<file path="config.mk">
export PLATFORM = sky130hd
export DESIGN_NAME = accum_pwm
export DESIGN_NICKNAME = d
export VERILOG_FILES = /design/src/rtl/accum_pwm_pkg.sv /design/src/rtl/accum_pwm_tw_rom.sv /design/src/rtl/accum_pwm_phase_acc.sv /design/src/rtl/accum_pwm_thresh.sv /design/src/rtl/accum_pwm.sv
export SDC_FILE = /design/constraint.sdc
export NUM_CORES = 1
export LEC_CHECK = 0
export BUFFER_PORTS_ARGS = -buffer_cell sky130_fd_sc_hd__clkbuf_2
export CAP_MARGIN = 10
export CORE_ASPECT_RATIO = 1.1
export CORE_MARGIN = 4
export CORE_UTILIZATION = 45
export DETAILED_ROUTE_END_ITERATION = 12
export PLACE_DENSITY = 0.64
export SYNTH_ARGS = -nofsm -noshare
export SYNTH_HDL_FRONTEND = slang
export SYNTH_SLANG_ARGS = --single-unit
</file>
<file path="constraint.sdc">
create_clock -name clk -period 16.3 [get_ports clk]
set_clock_uncertainty 0.2 [all_clocks]
set_input_delay 0.815 -clock clk [delete_from_list [all_inputs] [get_ports clk]]
set_output_delay 0.815 -clock clk [all_outputs]
set_load 0.01 [all_outputs]
</file>
<file path="src/rtl/accum_pwm_pkg.sv">
package accum_pwm_pkg;

    // Output production mode of the PWM engine.
    typedef enum logic [1:0] {
        ST_LOAD = 2'd0,
        ST_OFF  = 2'd1,
        ST_RUN  = 2'd2,
        ST_FULL = 2'd3
    } pwm_state_t;

    // Tuning word for preset index idx: floor(2^ptr_w * (idx+1)*step / clk).
    function automatic int unsigned tw_for(input int unsigned idx,
                                           input int unsigned clk_mhz,
                                           input int unsigned step_mhz,
                                           input int unsigned ptr_w);
        return ((32'd1 << ptr_w) * (idx + 1) * step_mhz) / clk_mhz;
    endfunction

endpackage

</file>
<file path="src/rtl/accum_pwm_tw_rom.sv">
module accum_pwm_tw_rom
    import accum_pwm_pkg::*;
#(
    parameter int SEL_W    = 3,
    parameter int PTR_W    = 10,
    parameter int N_FREQ   = 6,
    parameter int CLK_MHZ  = 50,
    parameter int STEP_MHZ = 5
) (
    input  logic [SEL_W-1:0] sel,
    output logic [PTR_W-1:0] tw
);

    logic [PTR_W-1:0] words [N_FREQ];

    for (genvar i = 0; i < N_FREQ; i++) begin : g_word
        localparam int unsigned WORD = tw_for(i, CLK_MHZ, STEP_MHZ, PTR_W);
        assign words[i] = WORD[PTR_W-1:0];
    end

    // Any index outside the preset list falls back to the slowest rate.
    always_comb begin
        tw = words[0];
        for (int i = 1; i < N_FREQ; i++) begin
            if (sel == SEL_W'(i)) begin
                tw = words[i];
            end
        end
    end

endmodule

</file>
<file path="src/rtl/accum_pwm_phase_acc.sv">
module accum_pwm_phase_acc #(
    parameter int PTR_W = 10
) (
    input  logic             clk,
    input  logic             rst_n,
    input  logic             load,
    input  logic [PTR_W-1:0] tw_in,
    output logic [PTR_W-1:0] ptr,
    output logic [PTR_W-1:0] tw_q,
    output logic             wrap
);

    logic [PTR_W:0] sum;

    assign sum  = {1'b0, ptr} + {1'b0, tw_q};
    assign wrap = sum[PTR_W];

    always_ff @(posedge clk) begin
        if (!rst_n) begin
            ptr  <= '0;
            tw_q <= '0;
        end else begin
            ptr <= sum[PTR_W-1:0];
            if (load) begin
                tw_q <= tw_in;
            end
        end
    end

endmodule

</file>
<file path="src/rtl/accum_pwm_thresh.sv">
module accum_pwm_thresh #(
    parameter int DUTY_W    = 7,
    parameter int RAMP_W    = 16,
    parameter int DUTY_FULL = 100
) (
    input  logic [DUTY_W-1:0] duty,
    output logic [RAMP_W-1:0] thr
);

    // threshold = duty * 2^RAMP_W / DUTY_FULL, split into integer scale and a
    // fractional correction expressed in 1/64 steps.
    localparam int unsigned SCALE = (32'd1 << RAMP_W) / DUTY_FULL;
    localparam int unsigned REM   = (32'd1 << RAMP_W) % DUTY_FULL;
    localparam int unsigned CORR  = (REM * 64) / DUTY_FULL;

    logic [RAMP_W-1:0] base;
    logic [RAMP_W-1:0] frac;

    assign base = RAMP_W'(duty) * RAMP_W'(SCALE);
    assign frac = (RAMP_W'(duty) * RAMP_W'(CORR)) >> 6;

    always_comb begin
        if (duty >= DUTY_W'(DUTY_FULL)) begin
            thr = '1;
        end else begin
            thr = base + frac;
        end
    end

endmodule

</file>
<file path="src/rtl/accum_pwm.sv">
module accum_pwm
    import accum_pwm_pkg::*;
#(
    parameter int SEL_W     = 3,
    parameter int DUTY_W    = 7,
    parameter int PTR_W     = 10,
    parameter int RAMP_W    = 16,
    parameter int N_FREQ    = 6,
    parameter int CLK_MHZ   = 50,
    parameter int STEP_MHZ  = 5,
    parameter int DUTY_FULL = 100
) (
    input  logic              clk,
    input  logic              rst_n,
    input  logic [SEL_W-1:0]  freq_sel,
    input  logic [DUTY_W-1:0] duty_pct,
    output logic              pwm_out,
    output logic              pwm_out_n
);

    localparam int RAMP_SHIFT = RAMP_W - PTR_W;

    pwm_state_t        state_q;
    pwm_state_t        state_d;
    pwm_state_t        mode_new;
    logic [DUTY_W-1:0] duty_q;
    logic [PTR_W-1:0]  ptr;
    logic [PTR_W-1:0]  tw_q;
    logic [PTR_W-1:0]  tw_sel;
    logic [RAMP_W-1:0] thr;
    logic [RAMP_W-1:0] ramp;
    logic              wrap;
    logic              capture;
    logic              pwm_q;
    logic              pwm_n_q;

    accum_pwm_tw_rom #(
        .SEL_W   (SEL_W),
        .PTR_W   (PTR_W),
        .N_FREQ  (N_FREQ),
        .CLK_MHZ (CLK_MHZ),
        .STEP_MHZ(STEP_MHZ)
    ) u_rom (
        .sel(freq_sel),
        .tw (tw_sel)
    );

    accum_pwm_phase_acc #(
        .PTR_W(PTR_W)
    ) u_acc (
        .clk  (clk),
        .rst_n(rst_n),
        .load (capture),
        .tw_in(tw_sel),
        .ptr  (ptr),
        .tw_q (tw_q),
        .wrap (wrap)
    );

    accum_pwm_thresh #(
        .DUTY_W   (DUTY_W),
        .RAMP_W   (RAMP_W),
        .DUTY_FULL(DUTY_FULL)
    ) u_thr (
        .duty(duty_q),
        .thr (thr)
    );

    assign capture = (state_q == ST_LOAD) || wrap;
    assign ramp    = {ptr, {RAMP_SHIFT{1'b0}}};

    // Mode implied by the duty value being captured.
    always_comb begin
        if (duty_pct == '0) begin
            mode_new = ST_OFF;
        end else if (duty_pct >= DUTY_W'(DUTY_FULL)) begin
            mode_new = ST_FULL;
        end else begin
            mode_new = ST_RUN;
        end
    end

    always_comb begin
        unique case (state_q)
            ST_LOAD: state_d = mode_new;
            ST_OFF,
            ST_RUN,
            ST_FULL: state_d = wrap ? mode_new : state_q;
        endcase
    end

    // State register.
    always_ff @(posedge clk) begin
        if (!rst_n) begin
            state_q <= ST_LOAD;
        end else begin
            state_q <= state_d;
        end
    end

    // Duty setting, refreshed only at capture points.
    always_ff @(posedge clk) begin
        if (!rst_n) begin
            duty_q <= '0;
        end else if (capture) begin
            duty_q <= duty_pct;
        end
    end

    // Output process.
    always_ff @(posedge clk) begin
        if (!rst_n) begin
            pwm_q   <= 1'b0;
            pwm_n_q <= 1'b1;
        end else begin
            unique case (state_q)
                ST_LOAD,
                ST_OFF: begin
                    pwm_q   <= 1'b0;
                    pwm_n_q <= 1'b1;
                end
                ST_FULL: begin
                    pwm_q   <= 1'b1;
                    pwm_n_q <= 1'b0;
                end
                ST_RUN: begin
                    pwm_q   <= (ramp <= thr);
                    pwm_n_q <= (ramp > thr);
                end
            endcase
        end
    end

    assign pwm_out   = pwm_q;
    assign pwm_out_n = pwm_n_q;

endmodule

</file>
==> impl_metrics.env <==
export IMPL_status="finished, final reports clean"
export IMPL_tritoncts="built"
export IMPL_relSlewSlack_pct=25.3
export IMPL_synth_edff_count=0
export IMPL_slew_viol_final=0
export IMPL_dieArea_um2=9840
export IMPL_dpl_cell_count=547
export IMPL_fp_dieW_um=95.0
export IMPL_htree_levels=1
export IMPL_max_freq_mhz=135
export IMPL_post_cts_setup_buffers=0
export IMPL_fin_hold_ws_ns=0.281
export IMPL_syn_instance_count=432
export IMPL_grt_use_met3_pct=1.31
export IMPL_cellLeakagePower_nw=2.14
export IMPL_synthArstFlopShare_pct=0
export IMPL_routed_wl_mm=7.38
export IMPL_clkTransAtPathRegs_ns=0.09
export IMPL_hold_class="flip-flop to flip-flop"
export IMPL_postRouteAntennaNets=0
export IMPL_vias=2799
export IMPL_dpl_hpwl_mm=6.34
export IMPL_synth_seq_cells=26
export IMPL_min_period_ns=7.42
export IMPL_crit_fanout=9
export IMPL_hold_violations=0
export IMPL_use_met2_pct=29.8
export IMPL_synth_fp_nets=558
export IMPL_max_stage_delay_ns=0.61
export IMPL_drc_errors=0
export IMPL_layout_common_cells="ha_1, inv_1, nand2_1"
export IMPL_final_core_util_pct=49.6
export IMPL_critical_path_class="flip-flop to flip-flop"
export IMPL_ir_drop_mv=0.0569
export IMPL_setup_viol=0
export IMPL_grt_busiest_layer="met2"
export IMPL_final_layout_size_suffix_gt1_share_pct=5.64
export IMPL_grt_pass1_wl_mm=13.5
export IMPL_critPathLaunchType="flip-flop"
export IMPL_timing_final_crit_share_pct=45.5
export IMPL_clock_sinks=26
export IMPL_required_ns=16.26
export IMPL_maxCapViolCount=0
export IMPL_ys_warn_count=0
export IMPL_layout_nets=570
export IMPL_cts_buffers=3
export IMPL_placementRows=34
export IMPL_die_h_um=104
export IMPL_drtIter0Drc=62
export IMPL_yosysSeqAreaShare_pct=13.9
export IMPL_antennaDiodeCount=0
export IMPL_grt_max_degree=39
export IMPL_port_buffer_count=13
export IMPL_grt_pass1_vias=2954
export IMPL_syn_area_um2=3740
export IMPL_area_growth_pct=6.02
export IMPL_wl_per_cell_um=13.4
export IMPL_pin_count=14
export IMPL_crit_buf_inv=5
export IMPL_fin_cells=551
export IMPL_synth_area_per_cell_um2=8.66
export IMPL_worst_pin_slew_ns=1.11
export IMPL_core_um2=8000
export IMPL_tns_ns=0
export IMPL_vias_per_cell=5.08
export IMPL_worstSkewPairLatency_ns=0.27
export IMPL_cts_root_buf="clkbuf_8"
export IMPL_grt_overflow=0
export IMPL_cp_end_kind="flip-flop"
export IMPL_slowest_stage="dfxtp_1"
export IMPL_crit_top_cell="ha_1"
export IMPL_cp_data_arrival_time_ns=7.38
export IMPL_post_cts_resized=0
export IMPL_clockBufferDepth=2
export IMPL_dr_pass1_iters=4
export IMPL_grt_util_met1_pct=21.5
export IMPL_rsz0062_at_grt="false"
export IMPL_start_util_pct=46.8
export IMPL_grt_usage_pct=16.5
export IMPL_antenna_found_initial=0
export IMPL_p_per_area_nw_per_um2=122
export IMPL_cts_hold_buf=0
export IMPL_ys_flop_type="dfxtp_1"
export IMPL_crit_family="adder cells"
export IMPL_yosysUniqueCellTypes=49
export IMPL_routabilityCongestion=0.840
export IMPL_final_common_cell="ha_1"
## Yosys cell counts, types with 2 or more instances
cell type | instances | area share [%]
a21oi_1 | 26 | 3.5
xnor2_1 | 12 | 2.8
fa_1 | 23 | 12
and2_1 | 7 | 1.2
a211o_1 | 2 | 0.47
a31oi_1 | 3 | 0.50
nor2b_1 | 4 | 0.67
o21ai_1 | 2 | 0.27
nor2_1 | 30 | 3.0
or3_1 | 2 | 0.33
xor2_1 | 10 | 2.3
dfxtp_1 | 26 | 14
nand2_1 | 36 | 3.6
clkbuf_1 | 5 | 0.50
o21a_1 | 6 | 1.2
o21bai_1 | 3 | 0.60
nand2b_1 | 3 | 0.50
nand3_1 | 5 | 0.67
nor3_1 | 5 | 0.67
o21ai_0 | 9 | 1.2
inv_1 | 70 | 7.0
mux2i_1 | 14 | 3.7
ha_1 | 91 | 30
nor4_1 | 3 | 0.50
nand4_1 | 6 | 1.0
a21o_1 | 6 | 1.2
## layout make-up
cell class,count,area (um^2)
fill,813,4030
tap,108,135
multi-input combinational,330,2930
sequential,26,520
timing repair buffer,13,65.1
clock buffer,4,55.1
inverter,70,263
## power by group
part | internal, mW | switching (mW)
Clock | 0.0216 | 0.0202
Combinational | 0.153 | 0.202
Sequential | 0.0734 | 0.0144
## registers in the layout (all words and copies together) (netlist names)
| signal | count |
|---|---|
| pwm_out | 1 |
| u_acc.tw_q | 5 |
| duty_q | 7 |
| u_acc.ptr | 10 |
| pwm_out_n | 1 |
| state_q | 2 |
## per-stage QoR
| stage | instance area (um^2) | setup WS [ns] | total power [mW] |
|---|---|---|---|
| final | 3970 | 8.88 | 0.486 |
| after global placement | 3910 | 9.03 | 0.439 |
| after global routing | 3970 | 8.17 | 0.555 |
| after detailed placement | 3910 | 8.83 | 0.449 |
| after CTS | 3970 | 8.80 | 0.496 |
| after floorplan | 3740 | 9.51 | 0.359 |
## final timing paths
| path | endpoint | slack, ns | depth (start not counted) | from |
|---|---|---|---|---|
| min reg2reg | u_acc.tw_q[9]$_SDFFE_PN0P_ | 0.28 | 2 | u_acc.tw_q[9]$_SDFFE_PN0P_ |
| min | u_acc.tw_q[9]$_SDFFE_PN0P_ | 0.28 | 2 | u_acc.tw_q[9]$_SDFFE_PN0P_ |
| max | pwm_out_n$_SDFF_PN1_ | 8.88 | 29 | duty_q[3]$_SDFFE_PN0P_ |
| max reg2reg | pwm_out_n$_SDFF_PN1_ | 8.88 | 29 | duty_q[3]$_SDFFE_PN0P_ |
## layer usage
layer	up-vias	wire, um
li1	1475	-
met1	1293	3370
met2	25	3830
met3	6	129
met4	0	53
met5	-	0
## worst register-to-register path, delay by kind of cell (launching register included)
| kind | cells | cell delay [ns] |
|---|---|---|
| buf+inv | 5 | 0.31 |
| compound gates | 8 | 1.74 |
| fa+ha+maj | 10 | 3.51 |
| xor+xnor | 2 | 0.34 |
| simple gates | 4 | 0.59 |
| flops | 1 | 0.61 |
## kinds of logic after synthesis
family	Yosys count	synth area share (%)
AOI/OAI and AO/OA	69	11.9
xor gates and xnor gates	22	5.15
adders and majority gates	114	42.7
buffers and inverters	76	7.82
DFF	26	13.9
muxes	14	3.74
and+or+nand+nor	111	14.7
(Power assumes the default switching activity.)
